`config.mk`:
```
export PLATFORM = sky130hd
export DESIGN_NAME = dither_quantizer
export DESIGN_NICKNAME = d
export VERILOG_FILES = /design/src/rtl/dq_pkg.sv /design/src/rtl/dq_pattern_seq.sv /design/src/rtl/dq_lfsr.sv /design/src/rtl/dq_sigma.sv /design/src/rtl/dither_quantizer.sv
export SDC_FILE = /design/constraint.sdc
export NUM_CORES = 1
export LEC_CHECK = 0
export BUFFER_PORTS_ARGS = -buffer_cell sky130_fd_sc_hd__buf_2
export CAP_MARGIN = 25
export CORE_ASPECT_RATIO = 0.6
export CORE_MARGIN = 8
export CORE_UTILIZATION = 50
export DETAILED_ROUTE_END_ITERATION = 6
export HOLD_SLACK_MARGIN = 0.15
export PLACE_DENSITY = 0.71
export REMOVE_ABC_BUFFERS = 1
export SETUP_SLACK_MARGIN = 0.4
export SLEW_MARGIN = 20
export SYNTH_ARGS = -nofsm -noshare
export SYNTH_HDL_FRONTEND = slang
export SYNTH_HIERARCHICAL = 1
export SYNTH_SLANG_ARGS = --single-unit
```
`constraint.sdc`:
```
create_clock -name clk -period 4.5 [get_ports clk]
set_input_delay 0.225 -clock clk [delete_from_list [all_inputs] [get_ports clk]]
set_output_delay 0.225 -clock clk [all_outputs]
set_load 0.1 [all_outputs]
```
`src/rtl/dq_pkg.sv`:
```
package dq_pkg;

    typedef enum logic [1:0] {
        DQ_PATTERN = 2'd0,
        DQ_RANDOM  = 2'd1,
        DQ_SIGMA   = 2'd2,
        DQ_SIGMA_B = 2'd3
    } dq_mode_e;

    // one upper-level vote per method
    typedef struct packed {
        logic pat;
        logic rnd;
        logic sd;
    } dq_votes_t;

    function automatic logic dq_pick(input dq_mode_e m, input dq_votes_t v);
        logic r;
        unique case (m)
            DQ_PATTERN: r = v.pat;
            DQ_RANDOM:  r = v.rnd;
            default:    r = v.sd;
        endcase
        return r;
    endfunction

endpackage

```
`src/rtl/dq_pattern_seq.sv`:
```
module dq_pattern_seq #(
    parameter int PH_W = 2
) (
    input  logic            clk,
    input  logic            rst,
    input  logic            step_i,
    input  logic            clear_i,
    input  logic [PH_W-1:0] k_i,
    output logic            up_o
);
    logic [PH_W-1:0] phase_q;
    logic [PH_W-1:0] phase_eff;
    logic [PH_W:0]   sum;

    assign phase_eff = clear_i ? '0 : phase_q;
    assign sum       = {1'b0, phase_eff} + {1'b0, k_i};
    assign up_o      = sum[PH_W];

    always_ff @(posedge clk) begin
        if (rst)
            phase_q <= '0;
        else if (step_i)
            phase_q <= phase_eff + PH_W'(1);
    end
endmodule

```
`src/rtl/dq_lfsr.sv`:
```
module dq_lfsr #(
    parameter int           W     = 16,
    parameter int           CMP_W = 8,
    parameter logic [W-1:0] TAPS  = 16'hB400,
    parameter logic [W-1:0] SEED  = 16'hACE1
) (
    input  logic             clk,
    input  logic             rst,
    input  logic             step_i,
    input  logic [CMP_W-1:0] frac_i,
    output logic             up_o
);
    logic [W-1:0]     state_q;
    logic [W-1:0]     state_nxt;
    logic [CMP_W-1:0] window;

    assign state_nxt = state_q[0] ? ((state_q >> 1) ^ TAPS) : (state_q >> 1);

    generate
        if (W >= CMP_W) begin : g_top_bits
            assign window = state_q[W-1 -: CMP_W];
        end else begin : g_widen
            assign window = {state_q, {(CMP_W-W){1'b0}}};
        end
    endgenerate

    assign up_o = frac_i > window;

    always_ff @(posedge clk) begin
        if (rst)
            state_q <= SEED;
        else if (step_i)
            state_q <= state_nxt;
    end
endmodule

```
`src/rtl/dq_sigma.sv`:
```
module dq_sigma #(
    parameter int W = 8
) (
    input  logic         clk,
    input  logic         rst,
    input  logic         step_i,
    input  logic         clear_i,
    input  logic [W-1:0] frac_i,
    output logic         up_o
);
    logic [W-1:0] acc_q;
    logic [W-1:0] acc_eff;
    logic [W:0]   sum;

    assign acc_eff = clear_i ? '0 : acc_q;
    assign sum     = {1'b0, acc_eff} + {1'b0, frac_i};
    assign up_o    = sum[W];

    always_ff @(posedge clk) begin
        if (rst)
            acc_q <= '0;
        else if (step_i)
            acc_q <= sum[W-1:0];
    end
endmodule

```
`src/rtl/dither_quantizer.sv`:
```
module dither_quantizer
    import dq_pkg::*;
#(
    parameter int                CMD_W     = 16,
    parameter int                OUT_W     = 8,
    parameter int                PH_W      = 2,
    parameter int                LFSR_W    = 16,
    parameter logic [LFSR_W-1:0] LFSR_TAPS = 16'hB400,
    parameter logic [LFSR_W-1:0] LFSR_SEED = 16'hACE1
) (
    input  logic             clk,
    input  logic             rst,
    input  logic [CMD_W-1:0] cmd_i,
    input  logic [1:0]       mode_i,
    input  logic             period_i,
    output logic [OUT_W-1:0] duty_o,
    output logic             valid_o
);
    localparam int FRAC_W = CMD_W - OUT_W;

    logic [OUT_W-1:0]  base;
    logic [OUT_W-1:0]  upper;
    logic [FRAC_W-1:0] frac;
    dq_mode_e          mode_sel;
    dq_mode_e          mode_q;
    logic              mode_switch;
    dq_votes_t         votes;
    logic              up_sel;

    assign base        = cmd_i[CMD_W-1:FRAC_W];
    assign frac        = cmd_i[FRAC_W-1:0];
    assign mode_sel    = dq_mode_e'(mode_i);
    assign mode_switch = (mode_sel != mode_q);
    assign upper       = (&base) ? base : base + OUT_W'(1);

    dq_pattern_seq #(.PH_W(PH_W)) u_pat (
        .clk     (clk),
        .rst     (rst),
        .step_i  (period_i),
        .clear_i (mode_switch),
        .k_i     (frac[FRAC_W-1 -: PH_W]),
        .up_o    (votes.pat)
    );

    dq_lfsr #(
        .W     (LFSR_W),
        .CMP_W (FRAC_W),
        .TAPS  (LFSR_TAPS),
        .SEED  (LFSR_SEED)
    ) u_rnd (
        .clk    (clk),
        .rst    (rst),
        .step_i (period_i),
        .frac_i (frac),
        .up_o   (votes.rnd)
    );

    dq_sigma #(.W(FRAC_W)) u_sd (
        .clk     (clk),
        .rst     (rst),
        .step_i  (period_i),
        .clear_i (mode_switch),
        .frac_i  (frac),
        .up_o    (votes.sd)
    );

    assign up_sel = dq_pick(mode_sel, votes);

    always_ff @(posedge clk) begin
        if (rst) begin
            duty_o  <= '0;
            valid_o <= 1'b0;
            mode_q  <= DQ_PATTERN;
        end else begin
            valid_o <= period_i;
            if (period_i) begin
                duty_o <= up_sel ? upper : base;
                mode_q <= mode_sel;
            end
        end
    end
endmodule

```
After elaboration in Yosys (flattened, before gate mapping)
Cells that the tools add are included.
{"block": "classes", "bitwise_logic": 1, "reduce_logical": 2, "magnitude_cmp": 1, "mux": 6, "n_addsub": 4, "n_eq_ne": 2}
{"cell": "two-way mux 8 bit", "n": 3}
{"cell": "two-way mux 16 bit", "n": 1}
{"cell": "adder 8 x 8 -> 9 bit", "n": 1}
{"cell": "adder 8 x 1 -> 8 bit (second input constant)", "n": 1}
{"cell": "greater-than comparator 8 bit", "n": 1}
{"cell": "AND reduction 8 bit", "n": 1}
{"cell": "NOT 3 -> 4 bit", "n": 1}
{"cell": "adder 2 x 2 -> 3 bit", "n": 1}
{"cell": "adder 2 x 1 -> 2 bit (second input constant)", "n": 1}
{"cell": "== test 2 x 1 -> 1 bit (second input constant)", "n": 1}
{"cell": "zero test 2 bit", "n": 1}
{"cell": "two-way mux 2 bit", "n": 1}
{"cell": "!= test 2 bit", "n": 1}
{"cell": "one-hot mux 1 bit (2 select lines)", "n": 1}
{"block": "word_totals", "ff_bits": 37, "output_inout_bits": 9, "inputBits": 21, "wordCells": 22}

Logic depth before layout (Yosys ltp)
Gate-level depths: netlist (run 1).
{"block": "logic_depth", "word_depth": 5, "ltp_mapped": 13, "depth_no_buf": 12}

Cells and area by module
The synthesis (run 1) kept the hierarchy.
{"module": "dq_lfsr", "area_each_um2": 792.0, "seq_area_each_um2": 320.3, "cells_per_inst": 83, "instances": 1}
{"module": "dq_sigma", "area_each_um2": 664.4, "seq_area_each_um2": 160.2, "cells_per_inst": 74, "instances": 1}
{"module": "dither_quantizer", "area_each_um2": 625.6, "seq_area_each_um2": 220.2, "cells_per_inst": 75, "instances": 1}
{"module": "dq_pattern_seq", "area_each_um2": 131.4, "seq_area_each_um2": 40.0, "cells_per_inst": 12, "instances": 1}

Worst setup path after synthesis (run 1)
No wires, ideal clock.
{"block": "synth_path", "path_type": "register to register", "from": "reg mode_q[1]", "to": "reg duty_o[4]", "setup_ps": 91, "n_path_buf": 0, "arrival_ps": 2551, "period_less_slack_ps": 2642, "slack_ps": 1858, "stages_incl_launch_ff": 13, "required_ps": 4409, "path_cell_list": "dfxtp_1 -> xnor2_1 -> nand2_1 -> nor2b_1 -> ha_1 -> fa_1 -> nand3_1 -> a32oi_2 -> nand3_1 -> nand2_1 -> mux2i_4 -> or4_1 -> a311oi_1"}
{"item": "from (decl)", "line_no": "dither_quantizer.sv:25", "rtl": "dq_mode_e mode_q;"}
{"item": "from (signal assigned)", "line_no": "dither_quantizer.sv:78", "rtl": "mode_q <= mode_sel;"}
{"item": "to (signal assigned)", "line_no": "dither_quantizer.sv:77", "rtl": "duty_o <= up_sel ? upper : base;"}
{"item": "to (decl)", "line_no": "dither_quantizer.sv:16", "rtl": "output logic [OUT_W-1:0] duty_o,"}

==> summary.txt, run 1 <==
Floorplan
  • Die Width: 102 um
  • Die ar.: about 7000 um2
  • Die H: just under 70 um
  • Row count: 18
  • Ports: 30
  • Core ar.: 4190 um2
  • Starting density of the core: between 50% and 60%

CTS
  • Worst-skew pair later-pin latency: about 290 ps
  • Gates resized, CTS repair: 0
  • CTS root buf: clkbuf_8
  • Setup Fix Bufs, Post-CTS: 0
  • CTS Buf Count: 5
  • H-tree levels: 2
  • # clock sinks: 37
  • CTS tree: yes
  • Hold buffer count at cts: 0
  • Max clock buf depth: 2
  • Worst-path clk slew: about 70 ps

Power and ir drop
  • Flop pwr share: 46.5%
  • Max VDD drop: 0.162 mV
  • Clock network power share: between 20 and 30%
  • Sw Share: between 30% and 40%
  • Switch Pwr: around 260 uW
  • Combinational power share: about a quarter
  • Tot Pwr: just under 800 uW
  • Leak: roughly 1.1 nW
  • PwrDens: ~320 nW/um2
  • Pint: around 530 uW

Place
  • PortBufs: 29
  • Gp weighted congestion: a little under 0.9
  • Post-DP Area: between 2000 and 2500 um2
  • DP Wirelength: roughly 3400 um
  • Inst Count DP: approximately 320

Job
  • Max_cap viols: 0

Worst setup path
  • Critical Path RT: between 4000 and 5000 ps
  • Worst Setup End Kind: flop
  • Data arrival time of the critical path: approximately 3300 ps
  • Startpoint types: flop
  • Crit path max fanout: 16
  • Crit path kind: flop to flop

Timing
  • Setup TNS: 0 ps
  • Count of final setup violators: 0
  • FMAX: about 0.33 GHz
  • Fin. max-slew vios: 0
  • Final period util: 67.8%
  • Final min period: between 3000 and 4000 ps
  • Slew @ Worst Pin: approximately 650 ps
  • Relative slew slack: a little under three fifths
  • Unrepaired setup endpoints after global routing: false
  • Final Hold Vio Count: 0
  • Layout Skew: 2.23 ps

Final layout
  • Multi-input gate area: roughly 1400 um2
  • Post-Route Utilization: between 50% and 60%
  • Final non-filler cell total: around 330
  • Layout cells sized above 1: 19.1%
  • Fill cells: 380
  • Area growth syn-to-layout: 11.9%
  • Design Area, Final: between 2000 and 2500 um2
  • # nets final: 311
  • Antenna cells: 0
  • Sequential cell area: 741 um2

Logic synthesis
  • Synth Cell Area: roughly 2200 um2
  • Number of synthesized flops with an enable pin: 0
  • Cells after Synth: 244
  • Avg Inst Size Synth: approximately 9.1 um2
  • Synth top area share: approximately a third
  • Register area share after synthesis: approximately a third
  • Synth top cells by count: dfxtp_1 (37), nor2_1 (30), ha_1 (18), nand2_1 (17), mux2i_1 (15)
  • Seq cells post-synth: 37
  • Top-count cell post-synth: dfxtp_1
  • Syn. warnings: 6
  • Count of cell types in the netlist: 49
  • Synth async-reset ratio: 0%
  • Area contributors post-synth: dfxtp_1 (33%), ha_1 (10%), mux2i_1 (6.8%)
  • Leading area contributor after synthesis: dfxtp_1
  • Main flop type after synthesis: dfxtp_1

Global route
  • Largest net degree at the start of global routing: 59
  • Gr ovfl total: 0
  • Vias in the first global route: about 1,600
  • Initial antenna violation count: 0
  • Gr usage total: 14.6%
  • First-pass GRT wire length: about 7900 um

Route
  • DRC errors left: 0
  • First drt pass iteration count: 4
  • Post-Route WL: approximately 4700 um
  • Wire length per cell: 14.3 um
  • Via density: between 5 and 6
  • Via count: ~1,800
  • Number of routed nets with antenna violations: 0
  • DRT iter0 DRCs: between 100 and 150

Worst hold path
  • Hold/Removal Path Class: primary input to flop

Run status
  • Outcome: complete, no violations
cell type report:
| cell class | count | area share, % |
|---|---|---|
| Tap cell | 60 | 3.03 |
| Sequential cell | 37 | 29.9 |
| Inverter | 12 | 1.82 |
| Multi-Input combinational cell | 185 | 55.6 |
| Clock buffer | 5 | 2.78 |
| Timing Repair Buffer | 30 | 6.16 |
| Clock inverter | 3 | 0.707 |
worst paths after layout:
path / start / to / slack (ps) / cells after the start
setup / recovery: mode_q[0] / duty_o[4] / 1450 / 12
hold reg to reg: u_rnd/state_q[6] / u_rnd/state_q[6] / 480 / 2
setup reg to reg: mode_q[0] / duty_o[4] / 1450 / 12
hold / removal: cmd_i[14] / duty_o[6] / 220 / 2
metrics by stage:
stage,hold slack [ps],worst slack (ps)
3_5_place_dp,462,1410
3_3_place_gp,457,1520
5_1_grt,228,1170
2_1_floorplan,290,1810
6_report,223,1450
4_1_cts,219,1430
state kept, by name (all words and copies together), names as in the netlist:
| name | count |
|---|---|
| u_sd/acc_q | 8 |
| duty_o | 8 |
| u_pat/phase_q | 2 |
| mode_q | 2 |
| u_rnd/state_q | 16 |
| valid_o | 1 |
critical path: stages (launching register included):
cell and delay (ps):
dfxtp_1 320, xnor2_1 140, nand2_1 290, nor2b_1 210, ha_1 250, fa_1 240
nand3_1 130, a32oi_2 230, nand3_1 100, nand2_1 110, mux2i_4 140, or4_1 540
a311oi_1 260
metal layers:
layer	track usage (%)	share of wire, %
met1	21.1	53
met2	18.8	39
met3	5.33	6.7
met4	5.81	0.97
met5	0	0
layout by cell type, fill, tap and decap left out, types with 3 or more instances in the layout:
| cell | n |
|---|---|
| dfxtp_1 | 37 |
| or4_1 | 4 |
| o211ai_1 | 4 |
| o21ai_1 | 3 |
| a311oi_1 | 5 |
| mux2i_1 | 15 |
| o21ai_0 | 5 |
| a211oi_2 | 3 |
| nor2_1 | 30 |
| o31ai_1 | 3 |
| nand4_1 | 3 |
| o21bai_1 | 3 |
| nand2b_1 | 5 |
| clkbuf_8 | 5 |
| or3_1 | 3 |
| nand2_1 | 17 |
| xnor2_1 | 8 |
| inv_1 | 12 |
| o22ai_1 | 3 |
| nand3_1 | 4 |
| nor2b_1 | 11 |
| buf_2 | 29 |
| a21oi_1 | 8 |
| a211oi_1 | 3 |
| ha_1 | 18 |
cell families (layout without fill, tap and decap cells):
logic type | count (synthesis) | in the layout | share of synthesized area [%]
flip-flops | 37 | 37 | 33.5
multiplexers | 19 | 19 | 9.67
adder cells (fa/ha/maj) | 19 | 19 | 11.1
buffers and inverters | 22 | 50 | 4.35
AND/OR/NAND/NOR | 86 | 86 | 19.9
AO/OA/AOI/OAI | 51 | 51 | 17.6
XOR/XNOR | 10 | 10 | 3.96
power by group through the flow:
| stage | combinational, mW | sequential (mW) | clock, mW |
|---|---|---|---|
| 2_1_floorplan | 0.0965 | 0.410 | 0 |
| 5_1_grt | 0.210 | 0.367 | 0.252 |
| 6_report | 0.191 | 0.364 | 0.228 |
| 3_5_place_dp | 0.190 | 0.372 | 0 |
| 4_1_cts | 0.191 | 0.364 | 0.239 |
| 3_3_place_gp | 0.188 | 0.372 | 0 |
Power figures use the tool's default switching activity.
==> run 2, diff against run 1 <==
--- a/config.mk
+++ b/config.mk
@@ -5,6 +5,7 @@
 export SDC_FILE = /design/constraint.sdc
 export NUM_CORES = 1
 export LEC_CHECK = 0
+export ABC_AREA = 1
 export BUFFER_PORTS_ARGS = -buffer_cell sky130_fd_sc_hd__buf_2
 export CAP_MARGIN = 25
 export CORE_ASPECT_RATIO = 0.6
==> constraint.sdc (replaced) <==
create_clock -name clk -period 2.83 [get_ports clk]
set_input_delay 0.1415 -clock clk [delete_from_list [all_inputs] [get_ports clk]]
set_output_delay 0.1415 -clock clk [all_outputs]
set_load 0.1 [all_outputs]
==> run 2 against run 1 <==
Compared with the run above: clock skew is 2.4 ps higher; via count up 25%; critical path depth is 2 higher; sequential share of layout area is 3.8 points lower; die area up 3.5%; synthesized cell count increased by 40%; final cell count rose by 34%; routed wire length grew 26%; non-clock buffer count rose by 12; utilization grew 4.0 points; design area increased by 15%; sequential cell count unchanged; highest routed layer unchanged.
==> summary.txt, run 2 <==
Logic synthesis
  • Avg Inst Size Synth: 6.77 um2 (was 9.07 um2)
  • Synth Area in Adders: 10.6% (was 11.1%)
  • Syn. warnings: 6 (unchanged)
  • Main flop type after synthesis: dfxtp_1 (unchanged)
  • Leading area contributor after synthesis: dfxtp_1 (unchanged)
  • Synth top area share: 32.1% (was 33.5%)
  • Synth top cells by count: nand2_1 (73), inv_1 (55), nor2_1 (43), dfxtp_1 (37), nand3_1 (26) (was dfxtp_1 (37), nor2_1 (30), ha_1 (18), nand2_1 (17), mux2i_1 (15))
  • Largest family of logic cells by synthesized area: simple AND/OR/NAND/NOR gates (unchanged)
  • Xor and xnor fraction of the mapped netlist area: 2.22% (was 3.96%)
  • Synth Cell Area: 2310 um2 (was 2210 um2)
  • Post-Synth Simple-Gate Area: 30.0% (was 19.9%)
  • Top-count cell post-synth: nand2_1 (was dfxtp_1)
  • Number of synthesized flops with an enable pin: 0 (unchanged)
  • Mux contribution to synthesized area: 0% (was 9.67%)
  • Count of cell types in the netlist: 36 (was 49)
  • Seq cells post-synth: 37 (unchanged)
  • Synth async-reset ratio: 0% (unchanged)
  • Complex-gate fraction of the synthesized area: 13.2% (was 17.6%)
  • Cells after Synth: 341 (was 244)
  • Area contributors post-synth: dfxtp_1 (32%), nand2_1 (12%), ha_1 (9.8%) (was dfxtp_1 (33%), ha_1 (10%), mux2i_1 (6.8%))
  • Register area share after synthesis: 32.1% (was 33.5%)

Route
  • Number of routed nets with antenna violations: 0 (unchanged)
  • Via density: 5.00 (was 5.35)
  • DRT iter0 DRCs: 150 (was 117)
  • Via count: 2,227 (was 1,775)
  • First drt pass iteration count: 4 (unchanged)
  • Wire length per cell: 13.4 um (was 14.3 um)
  • DRC errors left: 0 (unchanged)
  • Post-Route WL: 5980 um (was 4740 um)

Floorplan
  • Core ar.: 4520 um2 (was 4190 um2)
  • Die H: 68.6 um (was 67.5 um)
  • Starting density of the core: 51.1% (was 52.8%)
  • Ports: 30 (unchanged)
  • Die Width: 104 um (was 102 um)
  • Row count: 19 (was 18)
  • Die ar.: 7120 um2 (was 6880 um2)

Final layout
  • # nets final: 421 (was 311)
  • Area growth syn-to-layout: 23.4% (was 11.9%)
  • Max reg flops: 16 (unchanged)
  • Most frequent cells in the layout: nand2_1 (67), inv_1 (53), nor2_1 (38), dfxtp_1 (35), buf_2 (29) (was dfxtp_1 (37), nor2_1 (30), buf_2 (29), ha_1 (18), nand2_1 (17))
  • Final non-filler cell total: 445 (was 332)
  • Antenna cells: 0 (unchanged)
  • Top Registers: u_rnd/state_q: 16 flops, duty_o: 8 flops, u_sd/acc_q: 8 flops (unchanged)
  • Most common cell after layout, fill and taps aside: nand2_1 (was dfxtp_1)
  • Largest Register: u_rnd/state_q (unchanged)
  • Layout cells sized above 1: 23.3% (was 19.1%)

Place
  • DP Wirelength: 4090 um (was 3440 um)
  • Setup WS pre-CTS: 282 ps (was 1410 ps)
  • Gp weighted congestion: 0.925 (was 0.868)
  • PortBufs: 29 (unchanged)
  • Inst Count DP: 425 (was 324)

Global route
  • First-pass GRT wire length: 9160 um (was 7890 um)
  • Gr ovfl total: 0 (unchanged)
  • Vias in the first global route: 1,907 (was 1,627)
  • Gr usage total: 16.0% (was 14.6%)
  • Largest net degree at the start of global routing: 33 (was 59)
  • Initial antenna violation count: 0 (unchanged)

Timing
  • Layout Skew: 4.67 ps (was 2.23 ps)
  • Final period util: 85.5% (was 67.8%)
  • Relative slew slack: 59.6% (was 56.4%)
  • Fin. max-slew vios: 0 (unchanged)
  • Setup TNS: 0 ps (unchanged)
  • Slew @ Worst Pin: 606 ps (was 655 ps)
  • Count of final setup violators: 0 (unchanged)
  • FMAX: 0.413 GHz (was 0.328 GHz)
  • Final Hold Vio Count: 0 (unchanged)
  • Unrepaired setup endpoints after global routing: true (was false)
  • Final min period: 2420 ps (was 3050 ps)
  • Smallest hold slack: 177 ps (was 223 ps)
  • Fin worst setup slack: 411 ps (was 1450 ps)

Worst setup path
  • Crit path kind: flop to flop (unchanged)
  • CP most frequent cell: nand2_2
  • Startpoint types: flop (unchanged)
  • Critical path cell sequence: xnor2_2 -> nand2_2 -> nor2_1 -> ha_2 -> fa_2 -> nand2_2 -> nand2_2 -> nand3_2 -> o311ai_2 -> nand2_1 -> nand3_4 -> buf_4 -> nand3_1 -> a31oi_1 (was xnor2_1 -> nand2_1 -> nor2b_1 -> ha_1 -> fa_1 -> nand3_1 -> a32oi_2 -> nand3_1 -> nand2_1 -> mux2i_4 -> or4_1 -> a311oi_1)
  • Data arrival time of the critical path: 2580 ps (was 3250 ps)
  • Critical Path RT: 2990 ps (was 4700 ps)
  • Worst Setup End Kind: flop (unchanged)
  • Worst path max stage delay: 410 ps (was 540 ps)
  • Cell at the slowest stage of the critical path: fa_2 (was or4_1)
  • R2r worst-path depth: 14 (was 12)
  • Crit path max fanout: 6 (was 16)

Worst hold path
  • Worst Hold Depth: 3 (was 2)
  • Hold/Removal Path Class: primary input to flop (unchanged)

Power and ir drop
  • PwrDens: 474 nW/um2 (was 316 nW/um2)
  • Max VDD drop: 0.291 mV (was 0.162 mV)
  • Leak: 1.49 nW (was 1.07 nW)

CTS
  • Worst-path clk slew: 80 ps (was 70 ps)
  • H-tree levels: 2 (unchanged)
  • CTS Buf Count: 5 (unchanged)
  • CTS tree: yes (unchanged)
  • Max clock buf depth: 2 (unchanged)
  • CTS root buf: clkbuf_8 (unchanged)
  • # clock sinks: 37 (unchanged)
  • Worst-skew pair later-pin latency: 300 ps (was 290 ps)

Job
  • Max_cap viols: 0 (unchanged)

Run status
  • Outcome: complete, no violations (unchanged)
[run 2: cell types whose count changed in the layout (fill, tap and decap cells not counted), sizes merged, moves of 4 or more]
cell / delta
or4: -4
o21ai: +12
a211oi: -4
a21oi: +16
nand2b: -5
mux2i: -16
nor2b: -12
nand2: +59
nand3: +25
buf: +11
a311oi: -5
inv: +45
xnor2: -6
nor2: +14
[run 2: cell type report]
class	count	area [um2]
Tap cell	63	78.8
Inverter	56	210
Timing Repair Buffer	42	253
Multi-Input combinational cell	239	1480
Clock buffer	5	68.8
Sequential cell	37	743
Clock inverter	3	21.3
Fill cell	441	1670
[run 2: worst paths after layout]
| kind | start | end | slack, ps |
|---|---|---|---|
| worst max register to register | mode_q[0] | duty_o[1] | 410 |
| worst min-delay path | mode_i[1] | mode_q[1] | 180 |
| worst min register to register | u_rnd/state_q[7] | u_rnd/state_q[7] | 470 |
| worst max-delay path | mode_q[0] | duty_o[1] | 410 |
[run 2: stage by stage]
stage / total power, mW / cell area [um2] / util (%)
after floorplan: 0.821 / 2240 / -
after global placement: 0.906 / 2480 / 55.0
after detailed placement: 0.915 / 2480 / 55.0
after CTS: 1.30 / 2620 / 58.1
after global routing: 1.43 / 2850 / 63.1
final: 1.35 / 2850 / 63.1
[run 2: critical path: cells and delay by family (launching register included)]
kind / cells / cell delay, ps
AO/OA/AOI/OAI: 2 / 200
XOR/XNOR: 1 / 140
adder cells (fa/ha/maj): 2 / 610
buffers and inverters: 1 / 170
flip-flops: 1 / 340
AND/OR/NAND/NOR: 8 / 820
[run 2: power by group]
| group | total (mW) | internal [mW] | switching (mW) |
|---|---|---|---|
| sequential | 0.581 | 0.561 | 0.0199 |
| combinational | 0.390 | 0.133 | 0.257 |
| clock | 0.380 | 0.175 | 0.205 |
[run 2: logic make-up (layout without fill, tap and decap cells)]
group / after synthesis / after routing
and+or+nand+nor: 159 / 160
buffers and inverters: 66 / 106
AOI/OAI and AO/OA: 55 / 55
DFF: 37 / 37
adders and majority gates: 19 / 19
xor gates and xnor gates: 5 / 5
[run 2: what timing repair did]
action	in CTS	in global routing
pin swaps	3	24
buffers inserted	1	9
resized for setup	5	34
hold buffers	1	0
gates cloned	1	0
setup endpoints to repair	8	8
hold endpoints to repair	1	0
[run 2: per-layer routing]
layer	part of all wire, %	GRT usage [%]
met5	0	0
met4	1.2	6.44
met3	5.8	4.17
met2	46	25.4
met1	47	20.8
